`config.mk`:
```
export PLATFORM = sky130hd
export DESIGN_NAME = irq_front
export DESIGN_NICKNAME = d
export VERILOG_FILES = /design/src/rtl/irq_front_pkg.sv /design/src/rtl/irq_sync.sv /design/src/rtl/irq_ctl.sv /design/src/rtl/irq_pcsel.sv /design/src/rtl/irq_front.sv
export SDC_FILE = /design/constraint.sdc
export NUM_CORES = 1
export LEC_CHECK = 0
export CORE_UTILIZATION = 32
export DETAILED_ROUTE_END_ITERATION = 10
export PLACE_DENSITY = 0.89
export SLEW_MARGIN = 0
export SYNTH_ARGS = -nofsm -noshare
export SYNTH_HDL_FRONTEND = slang
export SYNTH_SLANG_ARGS = --single-unit
```
`constraint.sdc`:
```
create_clock -name clk -period 2 [get_ports clk]
set_clock_uncertainty 0.2 [all_clocks]
set_input_delay 0.3 -clock clk [delete_from_list [all_inputs] [get_ports clk]]
set_output_delay 0.3 -clock clk [all_outputs]
set_load 0.1 [all_outputs]
```
`src/rtl/irq_front_pkg.sv`:
```
package irq_front_pkg;

  // Next mask state: taking an interrupt or a disable strobe sets it,
  // an enable strobe clears it, otherwise hold.
  function automatic logic mask_step(logic cur, logic take, logic en, logic dis);
    if (take || dis) return 1'b1;
    if (en)          return 1'b0;
    return cur;
  endfunction

  // Next acknowledge state: set on take, dropped once the synchronized
  // request is low, otherwise hold.
  function automatic logic ack_step(logic cur, logic take, logic req_s);
    if (take)   return 1'b1;
    if (!req_s) return 1'b0;
    return cur;
  endfunction

  // Acceptance condition.
  function automatic logic take_ok(logic req_s, logic mask, logic ack);
    return req_s && !mask && !ack;
  endfunction

endpackage

```
`src/rtl/irq_sync.sv`:
```
module irq_sync #(
  parameter int STAGES = 2
) (
  input  logic clk,
  input  logic rst_n,
  input  logic d_async,
  output logic q_sync
);
  logic [STAGES-1:0] chain;

  genvar g;
  generate
    for (g = 0; g < STAGES; g++) begin : g_stage
      if (g == 0) begin : g_first
        always_ff @(posedge clk or negedge rst_n) begin
          if (!rst_n) chain[0] <= 1'b0;
          else        chain[0] <= d_async;
        end
      end else begin : g_rest
        always_ff @(posedge clk or negedge rst_n) begin
          if (!rst_n) chain[g] <= 1'b0;
          else        chain[g] <= chain[g-1];
        end
      end
    end
  endgenerate

  assign q_sync = chain[STAGES-1];
endmodule

```
`src/rtl/irq_ctl.sv`:
```
module irq_ctl
  import irq_front_pkg::*;
(
  input  logic clk,
  input  logic rst_n,
  input  logic req_s,
  input  logic en_stb,
  input  logic dis_stb,
  output logic ack,
  output logic mask,
  output logic take
);
  assign take = take_ok(req_s, mask, ack);

  always_ff @(posedge clk or negedge rst_n) begin
    if (!rst_n) begin
      ack  <= 1'b0;
      mask <= 1'b1;
    end else begin
      ack  <= ack_step(ack, take, req_s);
      mask <= mask_step(mask, take, en_stb, dis_stb);
    end
  end
endmodule

```
`src/rtl/irq_pcsel.sv`:
```
module irq_pcsel #(
  parameter int              PC_W       = 30,
  parameter logic [PC_W-1:0] HANDLER_PC = '0
) (
  input  logic            clk,
  input  logic            rst_n,
  input  logic            take,
  input  logic [PC_W-1:0] pc_seq,
  input  logic [PC_W-1:0] pc_cur,
  output logic [PC_W-1:0] pc_next,
  output logic [PC_W-1:0] pc_saved
);
  assign pc_next = take ? HANDLER_PC : pc_seq;

  always_ff @(posedge clk or negedge rst_n) begin
    if (!rst_n)    pc_saved <= '0;
    else if (take) pc_saved <= pc_cur;
  end
endmodule

```
`src/rtl/irq_front.sv`:
```
module irq_front #(
  parameter int              PC_W        = 30,
  parameter int              SYNC_STAGES = 2,
  parameter logic [PC_W-1:0] HANDLER_PC  = PC_W'(32'h0000_0100)
) (
  input  logic            clk,
  input  logic            rst_n,
  input  logic            irq_req_async,
  input  logic            irq_en_stb,
  input  logic            irq_dis_stb,
  input  logic [PC_W-1:0] pc_seq,
  input  logic [PC_W-1:0] pc_cur,
  output logic            irq_ack,
  output logic            irq_masked,
  output logic            irq_alert,
  output logic [PC_W-1:0] pc_next,
  output logic [PC_W-1:0] pc_saved
);
  // Named internal events, brought out for the checker.
  logic req_sync_w;
  logic take_w;

  irq_sync #(.STAGES(SYNC_STAGES)) u_sync (
    .clk     (clk),
    .rst_n   (rst_n),
    .d_async (irq_req_async),
    .q_sync  (req_sync_w)
  );

  irq_ctl u_ctl (
    .clk     (clk),
    .rst_n   (rst_n),
    .req_s   (req_sync_w),
    .en_stb  (irq_en_stb),
    .dis_stb (irq_dis_stb),
    .ack     (irq_ack),
    .mask    (irq_masked),
    .take    (take_w)
  );

  irq_pcsel #(.PC_W(PC_W), .HANDLER_PC(HANDLER_PC)) u_pc (
    .clk      (clk),
    .rst_n    (rst_n),
    .take     (take_w),
    .pc_seq   (pc_seq),
    .pc_cur   (pc_cur),
    .pc_next  (pc_next),
    .pc_saved (pc_saved)
  );

  assign irq_alert = take_w;
endmodule

```
==> results of run 1 <==
-- Yosys cell counts --
library cell,instances,area share (%)
sky130_fd_sc_hd__nor2b_1,22,9.3
sky130_fd_sc_hd__a21boi_0,1,0.50
sky130_fd_sc_hd__dfrtp_1,33,56
sky130_fd_sc_hd__buf_6,3,2.3
sky130_fd_sc_hd__clkbuf_1,2,0.50
sky130_fd_sc_hd__dfstp_2,1,1.8
sky130_fd_sc_hd__mux2_2,28,21
sky130_fd_sc_hd__mux2_1,2,1.5
sky130_fd_sc_hd__and2b_2,7,4.1
sky130_fd_sc_hd__inv_1,2,0.50
sky130_fd_sc_hd__nor3b_4,1,1.3
sky130_fd_sc_hd__buf_4,1,0.50
sky130_fd_sc_hd__or2_2,1,0.42
sky130_fd_sc_hd__a211o_2,1,0.67
-- sequential cells by signal, summed over array words and instances, names as in the netlist --
signal / count
u_pc.pc_saved: 30
u_ctl.ack: 1
u_sync.chain: 1
u_ctl.mask: 1
u_sync.q_sync: 1
-- critical path: stages (launching register included) --
cell	delay, ns
sky130_fd_sc_hd__dfstp_4	0.63
sky130_fd_sc_hd__nor3b_4	0.05
sky130_fd_sc_hd__buf_6	0.13
sky130_fd_sc_hd__buf_12	0.13
sky130_fd_sc_hd__and2b_4	0.25
sky130_fd_sc_hd__buf_12	0.17
-- what timing repair did --
action	in CTS	in global routing
cloned	1	0
hold buffers	1	0
setup buffers	8	2
endpoints found under the hold margin	33	0
pin swaps	1	2
endpoints found under the setup margin	30	43
gates resized for setup	3	5
-- kinds of logic after synthesis --
| group | Yosys count | synth area share, % |
|---|---|---|
| buffers and inverters | 8 | 3.79 |
| AO/OA/AOI/OAI | 2 | 1.18 |
| flip-flops | 34 | 57.3 |
| multiplexers | 30 | 22.7 |
| AND/OR/NAND/NOR | 31 | 15.1 |
-- area by class of cell --
| class | instances | area share [%] |
|---|---|---|
| timing repair buffer | 141 | 48.7 |
| inverter | 2 | 0.211 |
| multi-input combinational | 63 | 21.2 |
| clock inverter | 2 | 1.68 |
| tap | 52 | 1.82 |
| sequential | 34 | 24.1 |
| clock buffer | 6 | 2.32 |
-- worst paths after layout --
kind                                      startpoint                            end  slack (ns)  depth (start not counted)
max in group asynchronous                      rst_n          u_ctl.ack$_DFFE_PN0P_        0.62                          2
max reg2reg                    u_ctl.ack$_DFFE_PN0P_  u_pc.pc_saved[28]$_DFFE_PN0P_        0.07                          6
min in group asynchronous                      rst_n  u_pc.pc_saved[18]$_DFFE_PN0P_        0.42                          2
min reg2reg                u_sync.chain[0]$_DFF_PN0_        u_sync.q_sync$_DFF_PN0_        0.16                          0
min                        u_sync.chain[0]$_DFF_PN0_        u_sync.q_sync$_DFF_PN0_        0.16                          0
max                           u_ctl.mask$_DFFE_PN1P_                    pc_next[21]       -0.15                          5
-- routing by layer --
layer	vias up	routed length (um)
met5	-	0
met3	8	433
li1	633	-
met4	0	66
met1	661	2110
met2	81	2730
-- stage by stage --
step	hold slack, ns	total power, uW	std cells
2_1_floorplan	-0.196	2820	105
3_3_place_gp	0.140	3560	281
3_5_place_dp	0.150	3600	281
4_1_cts	0.167	4420	299
5_1_grt	0.164	4540	300
6_report	0.165	4410	300
-- power breakdown --
group          internal [uW]  switching, uW  total (uW)
sequential               861            107         968
combinational            778           1870        2650
clock                    532            262         794
total                   2170           2240        4410
==> reports/qor.txt, run 1 <==
======================================================================================
Clk Latency, worst-skew pair                                                   0.29 ns
Startpoint type of the worst setup path                                           flop
Total setup violations reported at the end of the flow                              30
Average size of a mapped cell                                                 14.2 um2
Number of top-level pins                                                           128
GRT met3 Usage                                                                   7.65%
Final antenna-violating net count                                                    0
Filler Cell Count                                                                  241
Vias in the first global route                                                    1383
GR Util All Layers                                                               22.2%
Width of the die                                                               70.2 um
Final worst path period need                                                   2.15 ns
Initial Utilization                                                              33.7%
Worst IR Drop VDD                                                             0.868 mV
Critical Path Sink Type                                                    output port
Netlist area before placement                                              0.00149 mm2
Vias per Instance                                                                 4.61
Clock slew at the register clock pins of the worst setup and hold paths        0.07 ns
Buffer levels on the longest clock path                                              2
Cell area power density                                                    1240 mW/mm2
Global placement routability congestion                                          0.760
Critical setup path kind                                                    reg -> out
Unrepaired setup endpoints after global routing                                   true
Die height                                                                     70.2 um
Layout area overhead                                                              140%
Flip-flop and latch count after synthesis                                           34
Post-route design area                                                     0.00357 mm2
Met2 track utilization from global routing                                       37.4%
Library cell used as clock root buffer                                    sky130_fd_sc_hd__clkbuf_8
Status                                                                    finished with violations
Placed wire-length estimate after detailed placement                           3.97 mm
Cell row count                                                                      24
Classification of the worst-slack hold path                                 reg -> reg
Required @ worst endpoint                                                      1.50 ns
Most common cell after layout, fill and taps aside                        sky130_fd_sc_hd__clkdlybuf4s50_1
Net count of the mapped netlist                                                    170
Global-route wire length before repair                                         8.07 mm
WP data arrival                                                                1.65 ns
Count of yosys warnings during synthesis                                             0
Transition time at the pin with the least slew margin                         0.751 ns
Detailed router's first-iteration violation count                                   38
Post-route worst setup slack                                                 -0.148 ns
GRT busiest layer                                                                 met2
Number of antenna violations at the first check in global routing                    0
H-tree depth                                                                         2
Count of endpoints failing hold in the final timing report                           0
Register area share after synthesis                                              57.3%
Routed Wire Length                                                             5.33 mm
Top library cells by usage in the layout, fill and taps aside             sky130_fd_sc_hd__clkdlybuf4s50_1 (63), sky130_fd_sc_hd__buf_12 (39), sky130_fd_sc_hd__buf_4 (34), sky130_fd_sc_hd__dfrtp_1 (32), sky130_fd_sc_hd__mux2_2 (28)
Total iterations of the first detailed-routing run                                   4
Number of input and output port buffers inserted                                   127
Accumulated negative setup slack                                              -3.36 ns
Area taken by flip-flops and latches                                           860 um2
DRC violations left                                                                  0
Period utilization                                                                107%
GR met1 Demand/Resource                                                          26.8%
Footprint of the multi-input gates                                             756 um2
Cell variety after synth                                                            14
Area after DPL                                                             0.00331 mm2
WL per Instance                                                                17.8 um
Clock buffer count from CTS                                                          5
Final core utilization                                                           80.8%
Final layout net count                                                             312
Total overflow reported by the global router                                         0
Headroom to the max-slew limit                                                   49.9%
Violated checks                                                           negative setup slack
Via count of the routed design                                                    1383
Number of sinks driven by the clock tree                                            34
Placeable core region                                                      0.00441 mm2
Number of slew-limit violations in the final report                                  0
Pin count of the biggest net entering global routing                                35
Max frequency                                                                0.465 GHz
TritonCTS clock tree                                                               yes
Worst Path Max Fanout                                                               11
Number of max-cap violations                                                         0
Leakage power summed over all cells                                         0.00163 uW
Worst-case setup slack after placement                                       0.0981 ns
Die Area                                                                   0.00493 mm2
Antenna cells                                                                        0
Layout cell share with drive strength beyond 1                                   59.3%
Cells after synthesis                                                              105
======================================================================================
No activity file was read; power rests on OpenSTA's default activity.
==> run 2: changes to the inputs <==
--- a/config.mk
+++ b/config.mk
@@ -5,6 +5,8 @@
 export SDC_FILE = /design/constraint.sdc
 export NUM_CORES = 1
 export LEC_CHECK = 0
+export CAP_MARGIN = 25
+export CORE_MARGIN = 10
 export CORE_UTILIZATION = 32
 export DETAILED_ROUTE_END_ITERATION = 10
 export PLACE_DENSITY = 0.89
==> run 2 against run 1 <==
The run still ends with negative setup slack left. Final cell count is 1.0% higher. Combinational power up 11%. Routed wire length up 30%. Via count grew 0.36%. Maximum frequency shrank 1.7%. Sequential cell count unchanged. Core utilization grew 4.8 points. Worst setup slack lost 0.038 ns. Critical path depth unchanged. Total power is 1.7% higher. Sequential power is 6% higher. Sequential share of layout area shrank 1.3 points.
==> reports/qor.txt, run 2 (synthesis gave the netlist of run 1 again) <==
======================================================================================
Clk Latency, worst-skew pair                                                   0.27 ns   was 0.29 ns
Placeable core region                                                      0.00441 mm2   unchanged
Share of total power in combinational logic                                      65.7%   was 60.1%
Classification of the worst-slack hold path                                 reg -> reg   unchanged
Final worst path period need                                                   2.19 ns   was 2.15 ns
WL per Instance                                                                22.9 um   was 17.8 um
Layout cell share with drive strength beyond 1                                   59.2%   was 59.3%
Buffer levels on the longest clock path                                              2   unchanged
Routed Wire Length                                                             6.94 mm   was 5.33 mm
Crit-path slowest cell                                                    sky130_fd_sc_hd__dfrtp_4   was sky130_fd_sc_hd__dfstp_4
Violated checks                                                           negative setup slack   unchanged
Layout area overhead                                                              154%   was 140%
Period utilization                                                                109%   was 107%
Initial Utilization                                                              33.7%   unchanged
Unrepaired setup endpoints after global routing                                   true   unchanged
Post-route design area                                                     0.00378 mm2   was 0.00357 mm2
Width of the die                                                               88.2 um   was 70.2 um
Critical setup path kind                                                    reg -> out   unchanged
Status                                                                    finished with violations   unchanged
GR Util All Layers                                                               16.9%   was 22.2%
Number of input and output port buffers inserted                                   127   unchanged
Placed wire-length estimate after detailed placement                           5.68 mm   was 3.97 mm
TritonCTS clock tree                                                               yes   unchanged
Cell breakdown of the critical path                                       nor3b_4 -> buf_4 -> buf_8 -> and2b_4 -> buf_12   was nor3b_4 -> buf_6 -> buf_12 -> and2b_4 -> buf_12
Leakage power summed over all cells                                         0.00170 uW   was 0.00163 uW
Clock buffer count from CTS                                                          5   unchanged
Post-route worst setup slack                                                 -0.187 ns   was -0.148 ns
Slowest cell delay on critical path                                            0.50 ns   was 0.63 ns
Hold wc startpoint                                                        u_sync.chain[0]$_DFF_PN0_   unchanged
Sequential Power Share                                                           23.0%   was 21.9%
Transition time at the pin with the least slew margin                         0.737 ns   was 0.751 ns
H-tree depth                                                                         2   unchanged
Number of max-cap violations                                                         0   unchanged
WP data arrival                                                                1.69 ns   was 1.65 ns
Worst Path Max Fanout                                                                3   was 11
Top library cells by usage in the layout, fill and taps aside             sky130_fd_sc_hd__clkdlybuf4s50_1 (63), sky130_fd_sc_hd__buf_12 (59), sky130_fd_sc_hd__dfrtp_1 (32), sky130_fd_sc_hd__mux2_2 (28), sky130_fd_sc_hd__nor2b_4 (22)   was sky130_fd_sc_hd__clkdlybuf4s50_1 (63), sky130_fd_sc_hd__buf_12 (39), sky130_fd_sc_hd__buf_4 (34), sky130_fd_sc_hd__dfrtp_1 (32), sky130_fd_sc_hd__mux2_2 (28)
Worst R2R Start                                                           u_ctl.ack$_DFFE_PN0P_   unchanged
Net switching component of the power                                           2300 uW   was 2240 uW
Number of top-level pins                                                           128   unchanged
Area taken by flip-flops and latches                                           860 um2   unchanged
Total power after layout                                                       4490 uW   was 4410 uW
Footprint of the multi-input gates                                             756 um2   unchanged
Cell area power density                                                    1190 mW/mm2   was 1240 mW/mm2
GRT met3 Usage                                                                   10.4%   was 7.65%
Final antenna-violating net count                                                    0   unchanged
Required @ worst endpoint                                                      1.50 ns   about the same
Total overflow reported by the global router                                         0   unchanged
Global-route wire length before repair                                         9.98 mm   was 8.07 mm
Worst hold endpoint                                                       u_sync.q_sync$_DFF_PN0_   unchanged
Die height                                                                     88.2 um   was 70.2 um
Register containing the most flip-flops in the final layout               u_pc.pc_saved   unchanged
Number of sinks driven by the clock tree                                            34   unchanged
Worst IR Drop VDD                                                             0.989 mV   was 0.868 mV
Internal Dissipation                                                           2190 uW   was 2170 uW
Clock power frac                                                                 11.4%   was 18.0%
FF-to-FF path depth                                                                  6   unchanged
Startpoint type of the worst setup path                                           flop   unchanged
DRC violations left                                                                  0   unchanged
R2R Path End                                                              u_pc.pc_saved[2]$_DFFE_PN0P_   was u_pc.pc_saved[28]$_DFFE_PN0P_
Most common cell after layout, fill and taps aside                        sky130_fd_sc_hd__clkdlybuf4s50_1   unchanged
Headroom to the max-slew limit                                                   50.8%   was 49.9%
GR met1 Demand/Resource                                                          18.1%   was 26.8%
Fraction of power spent switching nets                                           51.2%   was 50.8%
Global placement routability congestion                                          0.738   was 0.760
Setup slack of the most critical reg-to-reg path                               0.01 ns   was 0.07 ns
Final core utilization                                                           85.5%   was 80.8%
Worst hold path stage count                                                          0   unchanged
Library cell used as clock root buffer                                    sky130_fd_sc_hd__clkbuf_8   unchanged
Max frequency                                                                0.457 GHz   was 0.465 GHz
Met2 track utilization from global routing                                       28.6%   was 37.4%
Die Area                                                                   0.00778 mm2   was 0.00493 mm2
Filler Cell Count                                                                  187   was 241
Number of flip-flops in the largest register                                        30   unchanged
Area after DPL                                                             0.00358 mm2   was 0.00331 mm2
Critical Path Sink Type                                                    output port   unchanged
Total iterations of the first detailed-routing run                                   4   unchanged
Count of endpoints failing hold in the final timing report                           0   unchanged
Number of slew-limit violations in the final report                                  0   unchanged
Pin count of the biggest net entering global routing                                35   unchanged
Via count of the routed design                                                    1388   was 1383
Total setup violations reported at the end of the flow                              31   was 30
Vias in the first global route                                                    1568   was 1383
GRT busiest layer                                                                 met2   unchanged
Detailed router's first-iteration violation count                                   39   was 38
Cell row count                                                                      24   unchanged
Clock slew at the register clock pins of the worst setup and hold paths        0.06 ns   was 0.07 ns
Final layout net count                                                             314   was 312
Number of antenna violations at the first check in global routing                    1   was 0
Vias per Instance                                                                 4.58   was 4.61
======================================================================================
==> run 2: cell count changes in the layout (fill, tap and decap cells not counted), sizes merged <==
cell,delta
buf,+1
clkbuf,+2
diode,+1
bufinv,-2
clkinv,+1
==> run 2: how the worst max path moves through the flow <==
stage | from | end | slack (ns) | cells past startpoint
2_1_floorplan | u_ctl.mask$_DFFE_PN1P_ | pc_next[0] | -0.16 | 3
3_3_place_gp | u_ctl.ack$_DFFE_PN0P_ | pc_next[25] | 0.11 | 4
3_5_place_dp | u_ctl.ack$_DFFE_PN0P_ | pc_next[25] | 0.09 | 4
4_1_cts | u_ctl.ack$_DFFE_PN0P_ | pc_next[10] | -0.19 | 5
5_1_grt | u_ctl.ack$_DFFE_PN0P_ | pc_next[25] | -0.25 | 5
6_report | u_ctl.ack$_DFFE_PN0P_ | pc_next[25] | -0.19 | 5
==> run 2: final cells by class <==
cell class                      instances  area share [%]
Antenna cell                            1          0.0663
Tap cell                               52            1.72
Multi-Input combinational cell         63            20.0
Inverter                                2           0.199
Clock buffer                            7            2.29
Timing Repair Buffer                  143            52.8
Clock inverter                          1           0.133
Sequential cell                        34            22.8
==> run 2: layer usage <==
metal  vias up  part of all wire (%)
li1        633                     -
met1       664                    37
met2        89                    49
met3         2                    14
met4         0                 0.087
met5         -                     0
==> run 2: stage by stage <==
step / instances / setup TNS [ns] / setup slack (ns) / hold WS (ns)
global placement: 284 / 0 / 0.111 / 0.138
global route: 302 / -6.73 / -0.252 / 0.158
floorplan: 105 / -4.52 / -0.165 / -0.196
detailed placement: 284 / 0 / 0.0904 / 0.143
finish: 303 / -4.08 / -0.187 / 0.152
CTS: 294 / -4.82 / -0.187 / 0.158
==> run 2: critical path: cells and delay by family (launching register included) <==
| kind | cells | cell delay (ns) |
|---|---|---|
| flip-flops | 1 | 0.50 |
| AND/OR/NAND/NOR | 2 | 0.48 |
| buffers and inverters | 3 | 0.43 |
==> run 2: power by group through the flow <==
stage                     Clock (uW)  Sequential (uW)  Combinational (uW)
after floorplan                    0             2200                 620
after global placement             0             1020                2910
after detailed placement           0             1040                2940
after CTS                        528             1030                2950
after global routing             556             1050                3020
final                            510             1030                2950
==> run 2: timing repair <==
item | in CTS | in global routing
setup buffers | 1 | 7
gates cloned | 0 | 1
setup endpoints to repair | 30 | 31
hold buffers | 1 | 0
pin swaps | 0 | 1
gates resized for setup | 1 | 1
hold endpoints to repair | 33 | 0
